==> src/rtl/pwr_pkg.sv <==
package pwr_pkg;
    localparam int PS_W   = 3;
    localparam int CODE_W = 2;

    typedef enum logic [PS_W-1:0] {
        PS_D0U = 3'd0,
        PS_D0A = 3'd1,
        PS_D1  = 3'd2,
        PS_D2  = 3'd3,
        PS_D3H = 3'd4,
        PS_D3C = 3'd5
    } pstate_e;

    localparam logic [CODE_W-1:0] REQ_D0 = 2'd0;
    localparam logic [CODE_W-1:0] REQ_D1 = 2'd1;
    localparam logic [CODE_W-1:0] REQ_D2 = 2'd2;
    localparam logic [CODE_W-1:0] REQ_D3 = 2'd3;
endpackage

==> src/rtl/pwr_fsm.sv <==
module pwr_fsm
    import pwr_pkg::*;
(
    input  logic              clk,
    input  logic              rst_n,
    input  logic              main_pwr,
    input  logic              cfg_wr,
    input  logic [CODE_W-1:0] cfg_code,
    input  logic              bar_wr,
    output pstate_e           state
);
    pstate_e nxt;

    // Register value for a request code taken from a full-power state.
    function automatic pstate_e low_target(input logic [CODE_W-1:0] c);
        unique case (c)
            REQ_D1:  return PS_D1;
            REQ_D2:  return PS_D2;
            default: return PS_D3H;
        endcase
    endfunction

    always_ff @(posedge clk) begin
        if (!rst_n) state <= PS_D0U;
        else        state <= nxt;
    end

    always_comb begin
        nxt = state;
        unique case (state)
            PS_D0U: begin
                if (cfg_wr && cfg_code != REQ_D0) nxt = low_target(cfg_code);
                else if (bar_wr)                  nxt = PS_D0A;
            end
            PS_D0A: begin
                if (cfg_wr && cfg_code != REQ_D0) nxt = low_target(cfg_code);
            end
            PS_D1: begin
                if (cfg_wr) begin
                    if (cfg_code == REQ_D0)      nxt = PS_D0A;
                    else if (cfg_code == REQ_D2) nxt = PS_D2;
                    else if (cfg_code == REQ_D3) nxt = PS_D3H;
                end
            end
            PS_D2: begin
                if (cfg_wr) begin
                    if (cfg_code == REQ_D0)      nxt = PS_D0A;
                    else if (cfg_code == REQ_D3) nxt = PS_D3H;
                end
            end
            PS_D3H: begin
                if (!main_pwr)                            nxt = PS_D3C;
                else if (cfg_wr && cfg_code == REQ_D0)    nxt = PS_D0U;
            end
            PS_D3C:  nxt = PS_D3C;
            default: nxt = PS_D0U;
        endcase
    end

    assert_bar_promotes_R3: assert property (@(posedge clk) disable iff (!rst_n)
        (state == PS_D0U && bar_wr && !cfg_wr) |=> (state == PS_D0A));
    assert_power_loss_R6: assert property (@(posedge clk) disable iff (!rst_n)
        (state == PS_D3H && !main_pwr) |=> (state == PS_D3C));
    assert_cold_holds_R6: assert property (@(posedge clk) disable iff (!rst_n)
        (state == PS_D3C) |=> (state == PS_D3C));
    assert_no_upward_R4: assert property (@(posedge clk) disable iff (!rst_n)
        (state == PS_D2 && cfg_wr && cfg_code == REQ_D1) |=> (state == PS_D2));
endmodule

==> src/rtl/pme_ctrl.sv <==
module pme_ctrl
    import pwr_pkg::*;
#(
    parameter int N_SRC = 2
) (
    input  logic             clk,
    input  logic             rst_n,
    input  logic             aux_pwr,
    input  pstate_e          state,
    input  logic             cfg_wr,
    input  logic             cfg_pme_en,
    input  logic             cfg_pme_clr,
    input  logic [N_SRC-1:0] wake_src,
    output logic             pme_en,
    output logic             pme_status,
    output logic             pme_n
);
    logic wake_ok, cfg_ok, set_ev, clr_ev;

    always_comb begin
        unique case (state)
            PS_D0A, PS_D1, PS_D2, PS_D3H: wake_ok = 1'b1;
            PS_D3C:                       wake_ok = aux_pwr;
            default:                      wake_ok = 1'b0;
        endcase
        cfg_ok = cfg_wr && (state != PS_D3C);
        set_ev = (|wake_src) && pme_en && wake_ok;
        clr_ev = cfg_ok && cfg_pme_clr;
    end

    always_ff @(posedge clk) begin
        if (!rst_n) begin
            if (!aux_pwr) begin
                pme_en     <= 1'b0;
                pme_status <= 1'b0;
            end
        end else begin
            if (cfg_ok) pme_en <= cfg_pme_en;
            if (set_ev)      pme_status <= 1'b1;
            else if (clr_ev) pme_status <= 1'b0;
        end
    end

    always_comb pme_n = !(pme_en && pme_status);

    assert_pme_needs_en_R9: assert property (@(posedge clk) disable iff (!rst_n)
        !pme_n |-> pme_en);
    assert_status_sticky_R11: assert property (@(posedge clk) disable iff (!rst_n)
        (pme_status && !(cfg_wr && cfg_pme_clr)) |=> pme_status);
    assert_disabled_quiet_R12: assert property (@(posedge clk) disable iff (!rst_n)
        (!pme_en && !pme_status) |=> !pme_status);
    assert_uninit_no_wake_R10: assert property (@(posedge clk) disable iff (!rst_n)
        (state == PS_D0U && !pme_status) |=> !pme_status);
endmodule

==> src/rtl/txn_gate.sv <==
module txn_gate
    import pwr_pkg::*;
(
    input  logic    clk,
    input  logic    rst_n,
    input  pstate_e state,
    input  logic    txn_req,
    input  logic    txn_cfg,
    output logic    txn_accept
);
    logic full_pwr;

    always_comb begin
        full_pwr   = (state == PS_D0U) || (state == PS_D0A);
        txn_accept = txn_req && (txn_cfg ? (state != PS_D3C) : full_pwr);
    end

    assert_accept_needs_req_R7: assert property (@(posedge clk) disable iff (!rst_n)
        txn_accept |-> txn_req);
    assert_low_power_cfg_only_R7: assert property (@(posedge clk) disable iff (!rst_n)
        (txn_accept && !txn_cfg) |-> (state == PS_D0U || state == PS_D0A));
endmodule

==> src/rtl/pwr_state_ctrl.sv <==
module pwr_state_ctrl
    import pwr_pkg::*;
(
    input  logic       clk,
    input  logic       rst_n,
    input  logic       main_pwr,
    input  logic       aux_pwr,
    input  logic       cfg_wr,
    input  logic [1:0] cfg_pstate,
    input  logic       cfg_pme_en,
    input  logic       cfg_pme_clr,
    input  logic       bar_wr,
    input  logic       link_chg,
    input  logic       pkt_match,
    input  logic       txn_req,
    input  logic       txn_cfg,
    output logic       txn_accept,
    output logic [2:0] pwr_state,
    output logic       pme_en,
    output logic       pme_status,
    output logic       pme_n
);
    localparam int N_SRC = 2;

    pstate_e          state;
    logic [N_SRC-1:0] wake_src;

    assign wake_src  = {pkt_match, link_chg};
    assign pwr_state = state;

    pwr_fsm u_fsm (
        .clk      (clk),
        .rst_n    (rst_n),
        .main_pwr (main_pwr),
        .cfg_wr   (cfg_wr),
        .cfg_code (cfg_pstate),
        .bar_wr   (bar_wr),
        .state    (state)
    );

    pme_ctrl #(.N_SRC(N_SRC)) u_pme (
        .clk         (clk),
        .rst_n       (rst_n),
        .aux_pwr     (aux_pwr),
        .state       (state),
        .cfg_wr      (cfg_wr),
        .cfg_pme_en  (cfg_pme_en),
        .cfg_pme_clr (cfg_pme_clr),
        .wake_src    (wake_src),
        .pme_en      (pme_en),
        .pme_status  (pme_status),
        .pme_n       (pme_n)
    );

    txn_gate u_gate (
        .clk        (clk),
        .rst_n      (rst_n),
        .state      (state),
        .txn_req    (txn_req),
        .txn_cfg    (txn_cfg),
        .txn_accept (txn_accept)
    );
endmodule

==> config.mk <==
export PLATFORM = sky130hd
export DESIGN_NAME = pwr_state_ctrl
export DESIGN_NICKNAME = d
export VERILOG_FILES = /design/src/rtl/pwr_pkg.sv /design/src/rtl/pwr_fsm.sv /design/src/rtl/pme_ctrl.sv /design/src/rtl/txn_gate.sv /design/src/rtl/pwr_state_ctrl.sv
export SDC_FILE = /design/constraint.sdc
export NUM_CORES = 1
export LEC_CHECK = 0
export ABC_CLOCK_PERIOD_IN_PS = 3000
export BUFFER_PORTS_ARGS = -buffer_cell sky130_fd_sc_hd__buf_4
export CORE_AREA = 2 2 39 41
export CTS_CLUSTER_SIZE = 25
export DETAILED_ROUTE_END_ITERATION = 6
export DIE_AREA = 0 0 41 43
export PLACE_DENSITY = 0.7
export SYNTH_ARGS = -nofsm -noshare
export SYNTH_HDL_FRONTEND = slang
export SYNTH_SLANG_ARGS = --single-unit
export TNS_END_PERCENT = 30
==> constraint.sdc <==
create_clock -name clk -period 3 [get_ports clk]
set_clock_uncertainty 0.2 [all_clocks]
set_input_delay 0.6 -clock clk [delete_from_list [all_inputs] [get_ports clk]]
set_output_delay 0.6 -clock clk [all_outputs]
set_load 0.01 [all_outputs]
# Yosys cells after proc, flatten, opt, wreduce, memory -nomap -nowiden

Index checks and enable logic that the tools add are counted.
W data, S select, Z words.

Bits in registers: 5
Word-level logic and storage cells: 59

Mux-type cells: 21
Equality and inequality tests: 17
Reductions and logical operators: 18

Operator list:

| cell                 | number |
|---|---|
| $mux W3              | 11 |
| $pmux W3 S6          | 1 |
| $logic_and A1 B1 Y1  | 8 |
| $mux W1              | 7 |
| $eq A3 B2 Y1 const B | 2 |
| $eq A3 B3 Y1 const B | 2 |
| $ne A2 B2 Y1 const B | 3 |
| $ne A3 B2 Y1 const B | 2 |
| $pmux W3 S2          | 1 |
| $reduce_and A5 Y1    | 1 |
| $eq A2 B2 Y1 const B | 2 |
| $ne A2 B1 Y1 const B | 2 |
| $reduce_and A2 Y1    | 2 |
| $reduce_or A4 Y1     | 1 |
| $eq A3 B1 Y1 const B | 1 |
| $logic_not A3 Y1     | 1 |
| $ne A3 B1 Y1 const B | 1 |
| $ne A3 B3 Y1 const B | 1 |
| $eq A2 B1 Y1 const B | 1 |
| $logic_not A2 Y1     | 1 |
| $pmux W1 S2          | 1 |
| $reduce_bool A2 Y1   | 1 |
| $reduce_or A2 Y1     | 1 |
| $logic_not A1 Y1     | 1 |
| $logic_or A1 B1 Y1   | 1 |

# Longest topological paths before layout

Word-level depth: 6
Depth in mapped cells: 6

# By module

A second synthesis with hierarchy kept.

Cells, all modules: 65
Area total of the unflattened synthesis: 583.1 sq um

Modules (own cells, without submodules):

| module   | instances | area an instance (sq um) | cells each | seq. area each (sq um) |
|---|---|---|---|---|
| pwr_fsm  | 1         | 394.1                    | 45         | 60.1 |
| pme_ctrl | 1         | 166.4                    | 16         | 60.1 |
| txn_gate | 1         | 22.5                     | 4          | 0.0 |

# Least setup slack after synthesis

OpenSTA, ideal clock, no wires.

Path kind: flip-flop to output port
Start: reg u_fsm.state[1]
End: out txn_accept
Data arrival time: 0.994 ns
Cell stages (with the launch flop): 6
Buffers on the path: 2
Path slack: 1.206 ns
Cell sequence: dfxtp_1 buf_4 buf_4 nor2_2 a21oi_1 nor2b_1

Cells in the longest elaborated chain, start to end: 4

RTL lines:

| what                                             | line                 | source |
|---|---|---|
| from (decl)                                      | pwr_fsm.sv:10        | `output pstate_e state` |
| from (signal assigned)                           | pwr_fsm.sv:25        | `else state <= nxt;` |
| $eq A3 B1 Y1 or $logic_not A3 Y1 (tied branches) | txn_gate.sv:14       | `full_pwr = (state == PS_D0U) \|\| (state == PS_D0A);` |
| $logic_or A1 B1 Y1                               | txn_gate.sv:14       |  |
| $mux W1 *                                        | txn_gate.sv:15       | `txn_accept = txn_req && (txn_cfg ? (state != PS_D3C) : full_pwr);` |
| $logic_and A1 B1 Y1 *                            | txn_gate.sv:15       |  |
| to (decl)                                        | pwr_state_ctrl.sv:17 | `output logic txn_accept,` |

Mark *: on every way between the ends. The rest lies on a longest branch, timed or not.

# Worst setup path after layout

Ends and elaborated chain as after synthesis.

==> results.md <==
- Status: completed
- Max-slew headroom: 61.23%
- Synthesized area per cell: 7.610 um2
- Ports: 21
- Post-Syn Area: 555.5 um2
- Syn Inst Count: 73
- GRT overflow: 0
- Multi-input gate area: 379.1 um2
- Hold_buf cts: 0
- Routed WL: 1254 um
- Gpl congestion: 0.7956
- Max cap viols: 0
- Core Region: 1384 um2
- RR Startpoint: u_fsm.state[1]
- Crit path DAT: 1440 ps
- Die H: 43 um
- Clock buffer depth: 2
- Clock transition at path regs: 40 ps
- Critical Path Start Type: flop
- Clk sink count: 5
- Starting density of the core: 40.14%
- Synth top area share: 10.81%
- H-tree depth: 1
- Final-report max-slew violation count: 0
- Pwr/cell area: 543.2 nW/um2
- Register-to-register setup slack: 1210 ps
- Final Hold Fails: 0
- Largest net degree at the start of global routing: 20
- Number of diodes: 0
- PortBufs: 20
- Max Clk Rate: 0.4458 GHz
- Worst VDD drop: 221.8 uV
- Slew @ Worst Pin: 580.8 ps
- Tcrit/Tclk final: 74.78%
- CP Capture Type: output pin
- Post-DP HPWL: 951.3 um
- CTS Buf Count: 3
- Chip Width: 41 um
- Min Clock Period, post-route: 2243 ps
- Vias in the first global route: 549
- Hold crit path type: primary input to flop
- Overall Power: 388.1 uW
- CTS tree: yes
- RSZ-0062 raised after global routing: no
- First drt pass iteration count: 4
- Post-CTS Resized: 0
- Crit path kind: flop to output pin
- Min-Delay Startpoint: cfg_pme_en
- Die area: 1763 um2
- Root Buffer: clkbuf_4
- First-pass GRT wire length: 2104 um
- Post-DR wirelength/cell: 11.61 um
- Final setup fails: 0
- WP data required: 2200 ps
- Hold path depth: 2
- Worst r2r dst: u_fsm.state[0]
- Yosys warnings: 0
- Hold path endpoint: u_pme.pme_en
- Initial antenna violation count: 0
- Synth area leaders: dfxtp_1 11%, edfxtp_1 11%, nand2b_1 7.9%, buf_4 6.8%, ha_1 6.8%
- Static Leakage: 0.0003274 uW
- Syn_nets: 90
- Crit-path max FO: 19
- EDFF count, synth: 2
- Site row count: 14
- Synth top cells by count: 7 x nand2b_1, 7 x nor2_1, 6 x a21oi_1, 6 x nor2b_1
- Skew-Pair Late Insertion Delay: 240 ps
- Seq/Total Area, Yosys: 21.62%
- Vias: 590
- Layout cells sized above 1: 27.17%
- Fill cells: 143
- Final Net Count: 110
- Drt drc: 0
- Unique masters post-synth: 31
- Synth Register Bits: 5
- Synth area leader: dfxtp_1
- Via/cell ratio: 5.463
- FF/Latch Area: 120.1 um2
- Layout Area Growth over Synthesis: 28.60%
- DRT iter0 DRCs: 12
- GRT Overall Usage: 17.19%
- Main synth FF type: dfxtp_1
- Async SR Flop Fraction: 0%
- R2R depth: 4
- Final ANT Viol Nets: 0
- Final setup TNS: 0 ps
- Post-CTS setup buffers: 0
-- state kept, by name, indices dropped and copies added (netlist names) --
register and cells:
u_fsm.state 3, u_pme.pme_status 1, u_pme.pme_en 1
-- critical path: stages (launching register included) --
cell and delay, ps:
dfxtp_1 680, nand2b_1 210, a21oi_1 80, nor2b_1 110
buf_4 120
-- final cells by class --
cell class | count | share of cell area [%]
clock buffers | 4 | 3.678
inverters | 5 | 2.627
multi-input cells | 58 | 53.06
flip-flops and latches | 5 | 16.81
well taps | 16 | 2.802
repair buffers | 20 | 21.02
-- worst max path at each step --
stage	endpoint	slack, ps	start	cells after the start
finish	txn_accept	760	u_fsm.state[1]	4
global route	txn_accept	600	u_fsm.state[1]	4
CTS	txn_accept	760	u_fsm.state[1]	4
detailed placement	u_fsm.state[2]	980	cfg_pstate[0]	7
global placement	u_fsm.state[2]	970	cfg_pstate[0]	7
floorplan	txn_accept	1210	u_fsm.state[1]	5
-- where the power goes --
part / leakage [uW] / internal, uW / switching, uW
clock: 0.0000150 / 50.4 / 28.8
combinational: 0.000267 / 99.3 / 76.8
sequential: 0.0000454 / 86.5 / 46.3
-- cell usage in the layout (no fill, tap or decap), types with 2 or more instances in the layout --
| cell type | instances |
|---|---|
| edfxtp_1 | 2 |
| a21oi_1 | 6 |
| nand3b_1 | 2 |
| nor2b_1 | 6 |
| nand2_1 | 3 |
| inv_1 | 5 |
| nor3b_1 | 2 |
| nand2b_1 | 7 |
| a31oi_1 | 4 |
| ha_1 | 3 |
| clkbuf_4 | 3 |
| nor2_1 | 7 |
| buf_4 | 20 |
| dfxtp_1 | 3 |
-- per-stage QoR --
step / setup WS (ps) / util (%) / instances / hold slack (ps) / cell area [um2]
final: 756.6 / 51.63 / 108 / 443.9 / 714.4
after global routing: 597.4 / 51.63 / 108 / 446.7 / 714.4
after CTS: 761.6 / 51.63 / 108 / 439.6 / 714.4
after detailed placement: 981.2 / 49.73 / 104 / 544.3 / 688.2
after global placement: 974.6 / 49.73 / 104 / 544.4 / 688.2
after floorplan: 1206 / - / 73 / 460.5 / 555.5
-- routing by layer --
metal  global-route usage [%]  vias to the layer above  wire (um)
li1                         -                      302          -
met4                    12.67                        0         31
met3                    1.571                        4         66
met2                    25.00                       19        609
met5                        0                        -          0
met1                    22.26                      265        547
-- kinds of logic (layout without fill, tap and decap cells) --
| logic type | after synthesis | in the layout | synth area share [%] |
|---|---|---|---|
| AOI/OAI and AO/OA | 22 | 22 | 27.48 |
| adders and majority gates | 3 | 3 | 6.757 |
| buffers and inverters | 10 | 29 | 10.14 |
| DFF | 5 | 5 | 21.62 |
| and+or+nand+nor | 33 | 33 | 34.01 |
Note: power is estimated with default switching activity, not from simulation.
